File: src/rtl/led_dim_pkg.sv
package led_dim_pkg;

  localparam int CODE_W  = 5;
  localparam int SLOTS   = 16;
  localparam int SLOT_W  = $clog2(SLOTS);
  localparam int DUTY_W  = SLOT_W + 1;

  typedef enum logic [1:0] {
    LVL_20  = 2'd0,
    LVL_40  = 2'd1,
    LVL_70  = 2'd2,
    LVL_100 = 2'd3
  } level_e;

  typedef struct packed {
    level_e              lvl;
    logic [DUTY_W-1:0]   duty;
    logic                steady;
  } dim_set_t;

  // Hybrid table: each band of codes restarts at a lower duty on a higher step.
  function automatic dim_set_t map_hybrid(input logic [CODE_W-1:0] code);
    dim_set_t s;
    s.steady = 1'b0;
    if (code < 5'd16) begin
      s.lvl  = LVL_20;
      s.duty = DUTY_W'(code) + DUTY_W'(1);
    end else if (code < 5'd23) begin
      s.lvl  = LVL_40;
      s.duty = DUTY_W'(code) - DUTY_W'(6);
    end else if (code < 5'd29) begin
      s.lvl  = LVL_70;
      s.duty = DUTY_W'(code) - DUTY_W'(12);
    end else begin
      s.lvl = LVL_100;
      case (code)
        5'd29:   s.duty = DUTY_W'(13);
        5'd30:   s.duty = DUTY_W'(15);
        default: s.duty = DUTY_W'(16);
      endcase
    end
    return s;
  endfunction

  // Steady table: analog step only, gate held on.
  function automatic dim_set_t map_steady(input logic [1:0] sel);
    dim_set_t s;
    s.steady = 1'b1;
    s.lvl    = level_e'(sel);
    s.duty   = DUTY_W'(SLOTS);
    return s;
  endfunction

  function automatic dim_set_t reset_set();
    dim_set_t s;
    s.steady = 1'b0;
    s.lvl    = LVL_20;
    s.duty   = '0;
    return s;
  endfunction

endpackage

File: src/rtl/led_dim_prescaler.sv
module led_dim_prescaler #(
  parameter int DIV = 156
) (
  input  logic clk,
  input  logic rst_n,
  input  logic run,
  output logic tick
);

  generate
    if (DIV <= 1) begin : g_pass
      assign tick = run;
    end else begin : g_count
      localparam int CW = $clog2(DIV);
      localparam logic [CW-1:0] LAST = CW'(DIV - 1);
      logic [CW-1:0] cnt_q;

      always_ff @(posedge clk or negedge rst_n) begin
        if (!rst_n) begin
          cnt_q <= '0;
        end else if (!run) begin
          cnt_q <= '0;
        end else if (cnt_q == LAST) begin
          cnt_q <= '0;
        end else begin
          cnt_q <= cnt_q + 1'b1;
        end
      end

      assign tick = run && (cnt_q == LAST);
    end
  endgenerate

endmodule

File: src/rtl/led_dim_slot_ctr.sv
module led_dim_slot_ctr
  import led_dim_pkg::*;
(
  input  logic              clk,
  input  logic              rst_n,
  input  logic              run,
  input  logic              tick,
  output logic [SLOT_W-1:0] slot,
  output logic              wrap
);

  localparam logic [SLOT_W-1:0] LAST_SLOT = SLOT_W'(SLOTS - 1);
  logic [SLOT_W-1:0] slot_q;

  always_ff @(posedge clk or negedge rst_n) begin
    if (!rst_n) begin
      slot_q <= '0;
    end else if (!run) begin
      slot_q <= '0;
    end else if (tick) begin
      slot_q <= (slot_q == LAST_SLOT) ? '0 : slot_q + 1'b1;
    end
  end

  assign slot = slot_q;
  assign wrap = tick && (slot_q == LAST_SLOT);

endmodule

File: src/rtl/led_dim_code_map.sv
module led_dim_code_map
  import led_dim_pkg::*;
(
  input  logic              steady_mode,
  input  logic [CODE_W-1:0] code,
  output dim_set_t          set
);

  dim_set_t hyb;
  dim_set_t std_set;

  always_comb begin
    hyb     = map_hybrid(code);
    std_set = map_steady(code[1:0]);
    set     = steady_mode ? std_set : hyb;
  end

endmodule

File: src/rtl/led_dim_hold.sv
module led_dim_hold
  import led_dim_pkg::*;
(
  input  logic     clk,
  input  logic     rst_n,
  input  logic     load,
  input  dim_set_t next_set,
  output dim_set_t held_set
);

  dim_set_t held_q;

  always_ff @(posedge clk or negedge rst_n) begin
    if (!rst_n) begin
      held_q <= reset_set();
    end else if (load) begin
      held_q <= next_set;
    end
  end

  assign held_set = held_q;

endmodule

File: src/rtl/led_dim_mapper.sv
module led_dim_mapper
  import led_dim_pkg::*;
#(
  parameter int CLK_HZ = 50_000_000,
  parameter int PWM_HZ = 20_000
) (
  input  logic                clk,
  input  logic                rst_n,
  input  logic                bank_en,
  input  logic                steady_mode,
  input  logic [CODE_W-1:0]   bright_code,
  output logic [1:0]          level_sel,
  output logic                pwm_on
);

  localparam int RAW_DIV  = CLK_HZ / (PWM_HZ * SLOTS);
  localparam int SLOT_DIV = (RAW_DIV < 1) ? 1 : RAW_DIV;

  // Named internal events, brought out for the checker.
  logic              slot_tick;
  logic              period_wrap;
  logic              set_load;
  logic [SLOT_W-1:0] slot_q;
  dim_set_t          next_set;
  dim_set_t          held_set;
  logic              slot_lit;

  led_dim_prescaler #(.DIV(SLOT_DIV)) u_presc (
    .clk   (clk),
    .rst_n (rst_n),
    .run   (bank_en),
    .tick  (slot_tick)
  );

  led_dim_slot_ctr u_slot (
    .clk   (clk),
    .rst_n (rst_n),
    .run   (bank_en),
    .tick  (slot_tick),
    .slot  (slot_q),
    .wrap  (period_wrap)
  );

  led_dim_code_map u_map (
    .steady_mode (steady_mode),
    .code        (bright_code),
    .set         (next_set)
  );

  // Capture a new setting at every period end, and continuously while idle.
  assign set_load = !bank_en || period_wrap;

  led_dim_hold u_hold (
    .clk      (clk),
    .rst_n    (rst_n),
    .load     (set_load),
    .next_set (next_set),
    .held_set (held_set)
  );

  assign slot_lit  = ({1'b0, slot_q} < held_set.duty);
  assign pwm_on    = bank_en && (held_set.steady || slot_lit);
  assign level_sel = held_set.lvl;

endmodule

File: config.mk
export PLATFORM = sky130hd
export DESIGN_NAME = led_dim_mapper
export DESIGN_NICKNAME = d
export VERILOG_FILES = /design/src/rtl/led_dim_pkg.sv /design/src/rtl/led_dim_prescaler.sv /design/src/rtl/led_dim_slot_ctr.sv /design/src/rtl/led_dim_code_map.sv /design/src/rtl/led_dim_hold.sv /design/src/rtl/led_dim_mapper.sv
export SDC_FILE = /design/constraint.sdc
export NUM_CORES = 1
export LEC_CHECK = 0
export BUFFER_PORTS_ARGS = -buffer_cell sky130_fd_sc_hd__buf_2
export CAP_MARGIN = 20
export CORE_MARGIN = 1.5
export CORE_UTILIZATION = 40
export DETAILED_ROUTE_END_ITERATION = 10
export PLACE_DENSITY = 0.55
export SLEW_MARGIN = 20
export SYNTH_ARGS = -nofsm -noshare
export SYNTH_HDL_FRONTEND = slang
export SYNTH_SLANG_ARGS = --single-unit
File: constraint.sdc
create_clock -name clk -period 2.75 [get_ports clk]
set_input_delay 0 -clock clk [delete_from_list [all_inputs] [get_ports clk]]
set_output_delay 0 -clock clk [all_outputs]
set_load 0.02 [all_outputs]
==> metrics <==
Mapped Avg Cell Area 8.91 um^2; DR WL/cell ~12 um; chip width approximately 60 um; crit start category flop; largest net degree at the start of global routing 21; drt first pass iters 4; Vias 1030; Metal-1 WL 1320 um; final setup TNS 0 ns; Seq cells post-synth 20; Max Used Layer met4; Initial Util between 40 and 50%; vias in the first global route around 960; clock slew at reported path FFs 0.11 ns; outcome completed; Ys Warns 0; post-place instance area 0.00140 mm^2; Power Density 410 mW/mm^2; initial drt markers 46; TritonCTS buffer count 3; synth top area cells dfrtp_1, ha_1, nand2_1; FILL cells 321; n_diodes 0; combinational fraction of design power between 10% and 20%; most numerous cell in the Yosys netlist nand2_1; Worst Path Class, Setup flop to primary output; final instance area 0.00146 mm^2; Clk Latency, worst-skew pair about 0.3 ns; met3 routed WL 125 um; sequential cell fraction of total power 53.3%; Port Buffer Count 11; Antenna Nets Post-Route 0; Data arrival, critical path 1.84 ns; core footprint 0.00310 mm^2; Via density 5.07; Hold Fails Final Rpt 0; Slowest cell on crit path dfrtp_1; ys async rst share 100%; CTS Root Cell clkbuf_4; syn_nets 171; worst hold path class primary input to flop; final period utilization 67.1%; predominant post-synthesis flop cell dfrtp_1; gpl congestion 0.852; VDD IR-drop max between 200 and 250 uV; clock tree buffer depth 2; total chip power 0.000597 W; Distinct cells, synth 40; Layout Nets 181; Clk pwr share 27.7%; GRT Resource Usage Total 15.4%; Synth Cell Area about 0.0013 mm^2; CTS resizes 0; crit-path max FO 5; sw frac 27.1%; Power Internal 0.000435 W; Worst-Margin Slew 0.431 ns; Die Ht 60.8 um; RSZ-0062 raised after global routing false; Post-synth EDFFs 0; register area share after synthesis 37.5%; r2r worst-path depth 6; global route overflow 0; Crit path required time about 2.8 ns; cell row count 20; Reg area 500 um^2; R2R setup slack about 1.0 ns; post-synth top area cell dfrtp_1; met2 WL 1020 um; Area Growth Syn to Fin 8.90%; Max Cap Viol 0; Remaining DRCs 0; Clock Skew 0.0105 ns; Slew HR 71.2%; CP dominant cell by count a21o_1; multi-input logic area ~760 um^2; crit-path max cell delay ~0.45 ns; CTS tree built; full die area around 0.0037 mm^2; fin. max-slew vios 0; maximum achievable frequency 0.542 GHz; Net Switching 0.000162 W; synthesized netlist cell count 150; critical path, cell by cell ha_1 > a21o_1 > a21o_1 > a21oi_1 > o31a_1 > buf_2; Hold Path Depth 2; layout cell share with drive strength beyond 1 between 10% and 20%; Max H-tree Level 1; hpwl dp 1900 um; drt total wl about 2500 um; most frequent cells after synthesis nand2_1, dfrtp_1, ha_1, nor2_1, o21ai_0; first-pass GRT wire length 4280 um; Ports 12; Final setup viols 0; initial antenna violation count 0; Leakage roughly 0.67 nW; fin crit period 1.84 ns; CTS Sinks 20; share of the synthesized area in the top cell type 37.5%; critical path capture point type primary output
-- flip-flops by register name (all words and copies together), names as in the netlist --
name and count:
u_hold.held_set 8, u_presc.g_count.cnt_q 8, u_slot.slot 4
-- critical path, delay by kind of cell (launching register included) --
kind / cells / cell delay (ns)
compound gates: 4 / 0.63
fa+ha+maj: 1 / 0.31
buf+inv: 1 / 0.16
flops: 1 / 0.45
-- path summary, 6_finish.rpt --
kind / start / to
min in group asynchronous: rst_n / u_slot.slot[2]$_DFFE_PN0P_
worst max-delay path: u_slot.slot[1]$_DFFE_PN0P_ / pwm_on
worst max register to register: u_presc.g_count.cnt_q[0]$_DFF_PN0_ / u_slot.slot[3]$_DFFE_PN0P_
max in group asynchronous: rst_n / u_presc.g_count.cnt_q[2]$_DFF_PN0_
worst min-delay path: bank_en / u_slot.slot[1]$_DFFE_PN0P_
worst min register to register: u_hold.held_set[7]$_DFFE_PN0P_ / u_hold.held_set[7]$_DFFE_PN0P_
-- layout make-up --
class                   count  share of cell area, %
well taps                  44                   3.78
flip-flops and latches     20                   34.4
multi-input cells         115                   52.4
repair buffers             13                   5.16
inverters                   7                   1.81
clock buffers               4                   2.49
-- metal layers --
metal,track usage (%),up-vias
li1,-,545
met1,22.0,461
met2,23.0,22
met3,4.90,2
met4,3.11,0
met5,0,-
-- power by group through the flow --
stage | clock network, W | registers (W) | logic, W
4_1_cts | 0.000176 | 0.000318 | 0.000115
6_report | 0.000165 | 0.000318 | 0.000113
3_5_place_dp | 0 | 0.000324 | 0.000113
3_3_place_gp | 0 | 0.000324 | 0.000112
2_1_floorplan | 0 | 0.000322 | 0.0000840
5_1_grt | 0.000187 | 0.000321 | 0.000130
-- layout by cell type, fill, tap and decap left out, types with 2 or more instances in the layout --
master and count:
nand4_1 2, dfrtp_1 20, nand3_1 4, a31oi_1 5
mux2i_1 2, and2_1 5, a21o_1 3, ha_1 12
nor2_1 12, inv_1 7, clkbuf_4 3, or3_1 2
nand3b_1 2, dlygate4sd3_1 2, a21oi_1 7, o21ai_0 10
buf_2 11, xnor2_1 4, o31a_1 2, nand2_1 21
xor2_1 4
-- through the flow --
step           setup WS (ns)  utilization (%)  instances  hold WS [ns]
4_1_cts                0.864             46.9        203        0.0153
3_5_place_dp            1.05             45.1        197       -0.0267
2_1_floorplan           1.17                -        150        -0.296
6_report               0.906             46.9        203        0.0275
3_3_place_gp            1.10             45.1        197       -0.0272
5_1_grt                0.801             46.9        203        0.0136
-- what timing repair did --
| action | 4_1_cts | 5_1_grt |
|---|---|---|
| setup buffers | 0 | 0 |
| hold buffers | 2 | 0 |
| hold endpoints to repair | 22 | 0 |
-- cells by family (layout without fill, tap and decap cells) --
logic type / after synthesis / after routing / share of synthesized area [%]
AND/OR/NAND/NOR: 53 / 53 / 19.4
AO/OA/AOI/OAI: 39 / 39 / 18.8
flip-flops: 20 / 20 / 37.5
buffers and inverters: 15 / 24 / 5.52
adder cells (fa/ha/maj): 12 / 12 / 11.2
XOR/XNOR: 8 / 8 / 5.24
multiplexers: 3 / 3 / 2.34
(Power assumes the default switching activity.)
